### config.mk
export PLATFORM = sky130hd
export DESIGN_NAME = nibble_io_group
export DESIGN_NICKNAME = d
export VERILOG_FILES = /design/src/rtl/nibble_io_pkg.sv /design/src/rtl/nio_od_port.sv /design/src/rtl/nio_pp_port.sv /design/src/rtl/nibble_io_group.sv
export SDC_FILE = /design/constraint.sdc
export NUM_CORES = 1
export LEC_CHECK = 0
export BUFFER_PORTS_ARGS = -buffer_cell sky130_fd_sc_hd__buf_4
export CAP_MARGIN = 10
export CORE_MARGIN = 2
export CORE_UTILIZATION = 39
export CTS_CLUSTER_DIAMETER = 30
export DETAILED_ROUTE_END_ITERATION = 16
export MAX_ROUTING_LAYER = met4
export PLACE_DENSITY = 0.74
export REMOVE_ABC_BUFFERS = 1
export SYNTH_ARGS = -nofsm -noshare
export SYNTH_HDL_FRONTEND = slang
export SYNTH_SLANG_ARGS = --single-unit
### constraint.sdc
create_clock -name clk -period 0.92 [get_ports clk]
set_input_delay 0.092 -clock clk [delete_from_list [all_inputs] [get_ports clk]]
set_output_delay 0.092 -clock clk [all_outputs]
set_load 0.02 [all_outputs]
### src/rtl/nibble_io_pkg.sv
package nibble_io_pkg;
  typedef enum logic [1:0] {
    SEL_OD  = 2'd0,
    SEL_ANA = 2'd1,
    SEL_PP  = 2'd2,
    SEL_DIR = 2'd3
  } port_sel_e;
endpackage

### src/rtl/nio_od_port.sv
module nio_od_port #(
  parameter int W = 4
) (
  input  logic         clk,
  input  logic         rst,
  input  logic         wr_en,
  input  logic [W-1:0] wdata,
  input  logic [W-1:0] usable,
  input  logic [W-1:0] pin_in,
  output logic [W-1:0] pad_out,
  output logic [W-1:0] pad_oe,
  output logic [W-1:0] rd_val
);
  logic [W-1:0] latch_q;

  always_ff @(posedge clk) begin
    if (rst)        latch_q <= '1;
    else if (wr_en) latch_q <= wdata;
  end

  // open drain: only ever pulls low
  assign pad_out = '0;
  assign pad_oe  = ~latch_q & usable;
  assign rd_val  = latch_q & pin_in & usable;
endmodule

### src/rtl/nio_pp_port.sv
module nio_pp_port #(
  parameter int W = 4
) (
  input  logic         clk,
  input  logic         rst,
  input  logic         wr_en,
  input  logic         dir_wr_en,
  input  logic [W-1:0] wdata,
  input  logic [W-1:0] pin_in,
  output logic [W-1:0] dir,
  output logic [W-1:0] pad_out,
  output logic [W-1:0] pad_oe,
  output logic [W-1:0] rd_val
);
  logic [W-1:0] latch_q;
  logic [W-1:0] dir_q;

  always_ff @(posedge clk) begin
    if (rst) begin
      latch_q <= '0;
      dir_q   <= '0;
    end else begin
      if (wr_en)     latch_q <= wdata;
      if (dir_wr_en) dir_q   <= wdata;
    end
  end

  assign dir     = dir_q;
  assign pad_out = latch_q;
  assign pad_oe  = dir_q;
  assign rd_val  = (dir_q & latch_q) | (~dir_q & pin_in);
endmodule

### src/rtl/nibble_io_group.sv
module nibble_io_group
  import nibble_io_pkg::*;
#(
  parameter int NIB    = 4,
  parameter int A_BITS = 4
) (
  input  logic              clk,
  input  logic              rst,
  input  logic [1:0]        sel,
  input  logic              wr,
  input  logic              rd,
  input  logic [NIB-1:0]    acc_in,
  output logic [NIB-1:0]    acc_out,
  input  logic [NIB-1:0]    ana_ctl,
  input  logic [A_BITS-1:0] a_pin_in,
  output logic [A_BITS-1:0] a_pad_out,
  output logic [A_BITS-1:0] a_pad_oe,
  input  logic [NIB-1:0]    b_pin_in,
  output logic [NIB-1:0]    b_pad_out,
  output logic [NIB-1:0]    b_pad_oe,
  input  logic [NIB-1:0]    p_pin_in,
  output logic [NIB-1:0]    p_pad_out,
  output logic [NIB-1:0]    p_pad_oe
);
  localparam int A_PAD = NIB - A_BITS;

  port_sel_e         sel_e;
  logic [A_BITS-1:0] a_rd;
  logic [NIB-1:0]    a_ext, b_rd, p_rd, p_dir, rd_mux;

  assign sel_e = port_sel_e'(sel);

  nio_od_port #(.W(A_BITS)) u_port_a (
    .clk(clk), .rst(rst),
    .wr_en(wr && sel_e == SEL_OD),
    .wdata(acc_in[A_BITS-1:0]),
    .usable({A_BITS{1'b1}}),
    .pin_in(a_pin_in),
    .pad_out(a_pad_out), .pad_oe(a_pad_oe), .rd_val(a_rd)
  );

  nio_od_port #(.W(NIB)) u_port_b (
    .clk(clk), .rst(rst),
    .wr_en(wr && sel_e == SEL_ANA),
    .wdata(acc_in),
    .usable(~ana_ctl),
    .pin_in(b_pin_in),
    .pad_out(b_pad_out), .pad_oe(b_pad_oe), .rd_val(b_rd)
  );

  nio_pp_port #(.W(NIB)) u_port_p (
    .clk(clk), .rst(rst),
    .wr_en(wr && sel_e == SEL_PP),
    .dir_wr_en(wr && sel_e == SEL_DIR),
    .wdata(acc_in),
    .pin_in(p_pin_in),
    .dir(p_dir),
    .pad_out(p_pad_out), .pad_oe(p_pad_oe), .rd_val(p_rd)
  );

  generate
    if (A_PAD > 0) begin : g_narrow
      assign a_ext = {{A_PAD{1'b0}}, a_rd};
    end else begin : g_full
      assign a_ext = a_rd;
    end
  endgenerate

  always_comb begin
    unique case (sel_e)
      SEL_OD:  rd_mux = a_ext;
      SEL_ANA: rd_mux = b_rd;
      SEL_PP:  rd_mux = p_rd;
      default: rd_mux = p_dir;
    endcase
  end

  always_ff @(posedge clk) begin
    if (rst)     acc_out <= '0;
    else if (rd) acc_out <= rd_mux;
  end
endmodule

## Word-level counts from Yosys, hierarchy flattened

Index checks and enable logic that the tools add are counted.
Widths: inputs -> output; s select.

| word-level totals | value |
|---|---|
| register bits | 20 |
| input bits | 26 |
| output and inout port bits | 28 |
| logic and storage cells | 25 |

| operators by class | value |
|---|---|
| equal/unequal tests | 3 |
| mux-type cells | 1 |
| bitwise operators | 11 |
| reduce and logical (&&, ||, !) cells | 5 |

Operator list:

| cell | number |
|---|---|
| $and 4x4->4 | 6 |
| $not 4->4 | 4 |
| $pmux 4 s3 | 1 |
| $eq 2x2->1 const B | 2 |
| $logic_and 1x1->1 | 4 |
| $or 4x4->4 | 1 |
| $eq 2x1->1 const B | 1 |
| $logic_not 2->1 | 1 |

## Longest topological paths before layout

| logic depth | value |
|---|---|
| depth in word-level cells | 4 |
| mapped depth | 4 |
| mapped depth without buffers | 3 |

## By module

A second synthesis with hierarchy kept.

| unflattened totals | value |
|---|---|
| cell total of the unflattened synthesis | 118 |
| area, all modules | 1,118.6 um^2 |

By module, submodules not included:

| module | instances | cells an instance | area an instance (um^2) | seq. area each (um^2) |
|---|---|---|---|---|
| nio_od_port | 2 | 25 | 224.0 | 80.1 |
| nio_pp_port | 1 | 35 | 359.1 | 160.2 |
| nibble_io_group | 1 | 33 | 311.5 | 80.1 |

## Least setup slack after synthesis

No wires, ideal clock.

| timing path | value |
|---|---|
| path type | register to register |
| start | reg u_port_p.dir_q[3] (netlist: u_port_p.dir[3]) |
| end | reg acc_out[3] |
| setup time | 0.092 ns |
| arrival time | 1.064 ns |
| data required time | 0.828 ns |
| setup slack | -0.236 ns |
| cell stages (with the launch flop) | 4 |
| buffers on the path | 0 |
| clock period less this slack | 1.156 ns |
| cells stage by stage | dfxtp_1 -> and3b_1 -> a311o_1 -> o32ai_1 |

| between the ends | value |
|---|---|
| word-level cells in the longest chain between the ends | 4 |
| elaborated cells on any way between the ends | 5 |
| those cells by class | 1 x mux; 4 x bitwise |

RTL lines:

| what | RTL line | source |
|---|---|---|
| from (decl) | nio_pp_port.sv:16 | `logic [W-1:0] dir_q;` |
| from (signal assigned) | nio_pp_port.sv:24 | `if (dir_wr_en) dir_q <= wdata;` |
| $not 4->4 | nio_pp_port.sv:31 | `assign rd_val = (dir_q & latch_q) \| (~dir_q & pin_in);` |
| $and 4x4->4 | nio_pp_port.sv:31 |  |
| $or 4x4->4 | nio_pp_port.sv:31 |  |
| $pmux 4 s3 * | nibble_io_group.sv:70 | `unique case (sel_e)` |
| to (signal assigned) | nibble_io_group.sv:80 | `else if (rd) acc_out <= rd_mux;` |
| to (decl) | nibble_io_group.sv:13 | `output logic [NIB-1:0] acc_out,` |

Every way passes the cells marked *; elsewhere a longest branch is shown, timed or not.
A chain may end at the register's enable or synchronous reset.

## Worst setup path in the final report

| timing path | value |
|---|---|
| start | reg u_port_b.latch_q[3] |
| end | out b_pad_oe[3] |

| between the ends | value |
|---|---|
| word-level cells in the longest chain between the ends | 2 |

RTL lines:

| what | RTL line | source |
|---|---|---|
| from (decl) | nio_od_port.sv:14 | `logic [W-1:0] latch_q;` |
| from (signal assigned) | nio_od_port.sv:18 | `else if (wr_en) latch_q <= wdata;` |
| $not 4->4 | nio_od_port.sv:23 | `assign pad_oe = ~latch_q & usable;` |
| $and 4x4->4 | nio_od_port.sv:23 |  |
| to (decl) | nibble_io_group.sv:20 | `output logic [NIB-1:0] b_pad_oe,` |

No other way between the ends.

==> results.ini <==
[run_status]
outcome=complete, but fails checks
violations=negative setup slack

[cells_and_area]
drive_gt1_share_pct=57.4
seq_area_um2=433
multiInputGateArea_um2=568
nNetsFinal=196
fin_area_um2=1630
final_common_cell=buf_4
diodes=0
nFillCells=196
layout.cells.most_common_list=buf_4 (38), nor2_1 (19), buf_6 (19), dfxtp_2 (17), mux2i_1 (9)
fin_util_pct=65.7
area_delta_synth_final_pct=60.2

[floorplan]
fp.dieW_um=55.0
start_util_pct=41.0
core-area_um2=2480
die-area_um2=3030
rows=18
ios=54
fp.dieH_um=55.0

[synthesis]
synthCells=113
yosys_register_bits=20
syn-cell-area_um2=1020
ys_seq_area_share_pct=39.4
yosysWarnings=0
synth_cell_type_count=24
syn_area_per_cell_um2=8.99

[clocking]
clock-root-buffer=clkbuf_4
cts.sink_count=20
worst_skew_pair.late_latency_ns=0.30
cts-htree-levels=1
cts_inserted_buffers=3
hold_buffers=0
cts_tree=done
cts.path.max_buffers=2
clk_pin_slew_worst_paths_ns=0.11

[detailed_routing]
wl_per_cell_um=13.8
wl_mm=2.75
final_antenna_net_count=0
drt_first_pass_iters=4
vias=1006
avgViaCountPerCell=5.06
drt_iter0_drc=19
remaining_drc_errors=0

[timing]
clock.fmax_ghz=0.977
slew_violations=0
setup_viol=11
hold_viol_final=0
period_needed_ns=1.02
grt_setup_unrepaired=true
min_period_over_period_pct=111
fin_ws_ns=-0.104
clock-skew-final_ns=0.0124

[critical_path]
slowest_stage=dfxtp_2
critPathMaxStageDelay_ns=0.34
reg2regPathDepth=3
r2r-end=acc_out[3]
cp_cell_sequence=buf_6, nor2_4, buf_6
cp_max_fo=2
cp-end-kind=output port
start_kind=flop
r2r_setup_slack_ns=-0.10
crit_top_cell=buf_6
r2r_start=u_port_p.dir[3]
crit_arrival_ns=0.93
required_ns=0.83
path_class=reg2out

[worst_hold_path]
holdPathStages=2
hold_start=rst
whs_endpoint=u_port_p.dir[2]
hp-class=in2reg

[placed_design]
placed_cell_area_um2=1460
io_buffers=45
place_congestion=0.790
hpwl_mm=2.09

[global_routing]
track_usage_pct=20.9
antenna_found_initial=0
grt_overflow=0
grt_max_degree=13
grt_pass1_wl_mm=4.40
first_global_vias=1005

[power]
p_leak_nw=0.810
ir_drop_v=0.00103
power.density_nw_per_um2=1330
finalPower_w=0.00217

[job]
maxCapViolations=0

[per-layer routing]
metal / vias to the layer above / GRT usage, % / part of all wire (%)
li1: 496 / - / -
met1: 471 / 25.9 / 42
met2: 37 / 33.9 / 50
met3: 2 / 3.49 / 6.4
met4: 0 / 7.72 / 0.73
met5: - / - / 0
[worst max-delay path, delay by kind of cell, from the launching register on]
family / cells / cell delay (ns)
buf+inv: 2 / 0.23
flops: 1 / 0.34
simple gates: 1 / 0.07
[flip-flops by register name (all words and copies together), names as in the netlist]
signal / count
u_port_p.dir: 4
u_port_p.pad_out: 4
u_port_a.latch_q: 4
u_port_b.latch_q: 4
acc_out: 4
[cells in the mapped netlist]
master / number / area, µm²
a211o_1: 8 / 70.1
a211oi_1: 6 / 45.0
a311o_1: 1 / 10.0
a311oi_1: 1 / 8.76
a31oi_1: 3 / 18.8
and3b_1: 1 / 8.76
and4b_1: 4 / 40.0
buf_2: 1 / 5.00
buf_4: 9 / 67.6
clkbuf_1: 2 / 7.51
conb_1: 1 / 3.75
dfxtp_1: 20 / 400
inv_1: 10 / 37.5
mux2i_1: 9 / 90.1
nand2_1: 1 / 3.75
nand2b_1: 1 / 6.26
nand3_1: 1 / 5.00
nand3b_2: 2 / 22.5
nor2_1: 23 / 86.3
nor2b_1: 1 / 6.26
nor3b_4: 1 / 18.8
o21a_1: 3 / 22.5
o21bai_1: 3 / 22.5
o32ai_1: 1 / 8.76
[metrics by stage]
| stage | TNS [ns] | setup slack, ns | hold slack, ns | cells |
|---|---|---|---|---|
| after floorplan | -0.301 | -0.236 | 0.164 | 108 |
| after global placement | -1.12 | -0.111 | 0.325 | 199 |
| after detailed placement | -1.43 | -0.195 | 0.336 | 199 |
| after CTS | -0.604 | -0.109 | 0.00490 | 199 |
| after global routing | -1.18 | -0.149 | 0.00823 | 199 |
| final | -0.597 | -0.104 | 0.0176 | 199 |
[final cells by class]
type / instances / area share, %
clock buffer: 3 / 1.38
clock inverter: 1 / 1.84
inverter: 10 / 2.31
multi-input combinational: 78 / 34.9
sequential: 20 / 26.6
tap: 30 / 2.31
timing repair buffer: 57 / 30.7
[worst max path at each step]
| stage | to | start | slack, ns |
|---|---|---|---|
| final | b_pad_oe[3] | u_port_b.latch_q[3] | -0.10 |
| after global routing | b_pad_oe[3] | u_port_b.latch_q[3] | -0.15 |
| after floorplan | acc_out[3] | u_port_p.dir[3] | -0.24 |
| after detailed placement | acc_out[3] | u_port_p.dir[3] | -0.19 |
| after global placement | acc_out[3] | u_port_p.dir[3] | -0.11 |
| after CTS | b_pad_oe[3] | u_port_b.latch_q[3] | -0.11 |
[report_power, final]
part	leakage (nW)	internal (W)	switching, W
clock network	0.0279	0.000440	0.000285
registers	0.167	0.000911	0.0000332
logic	0.615	0.000249	0.000249
[cell families after synthesis]
kind of cell | Yosys count | synth area share, %
DFF | 20 | 39.4
and+or+nand+nor | 35 | 19.5
muxes | 9 | 8.87
AOI/OAI and AO/OA | 26 | 20.3
buffers and inverters | 22 | 11.6
other | 1 | 0.369
[what timing repair did]
item                       in CTS  in global routing
resized for setup              41                 15
buffers inserted                0                  0
pin swaps                       7                  8
setup endpoints to repair      18                 23
No activity file was read; power rests on OpenSTA's default activity.
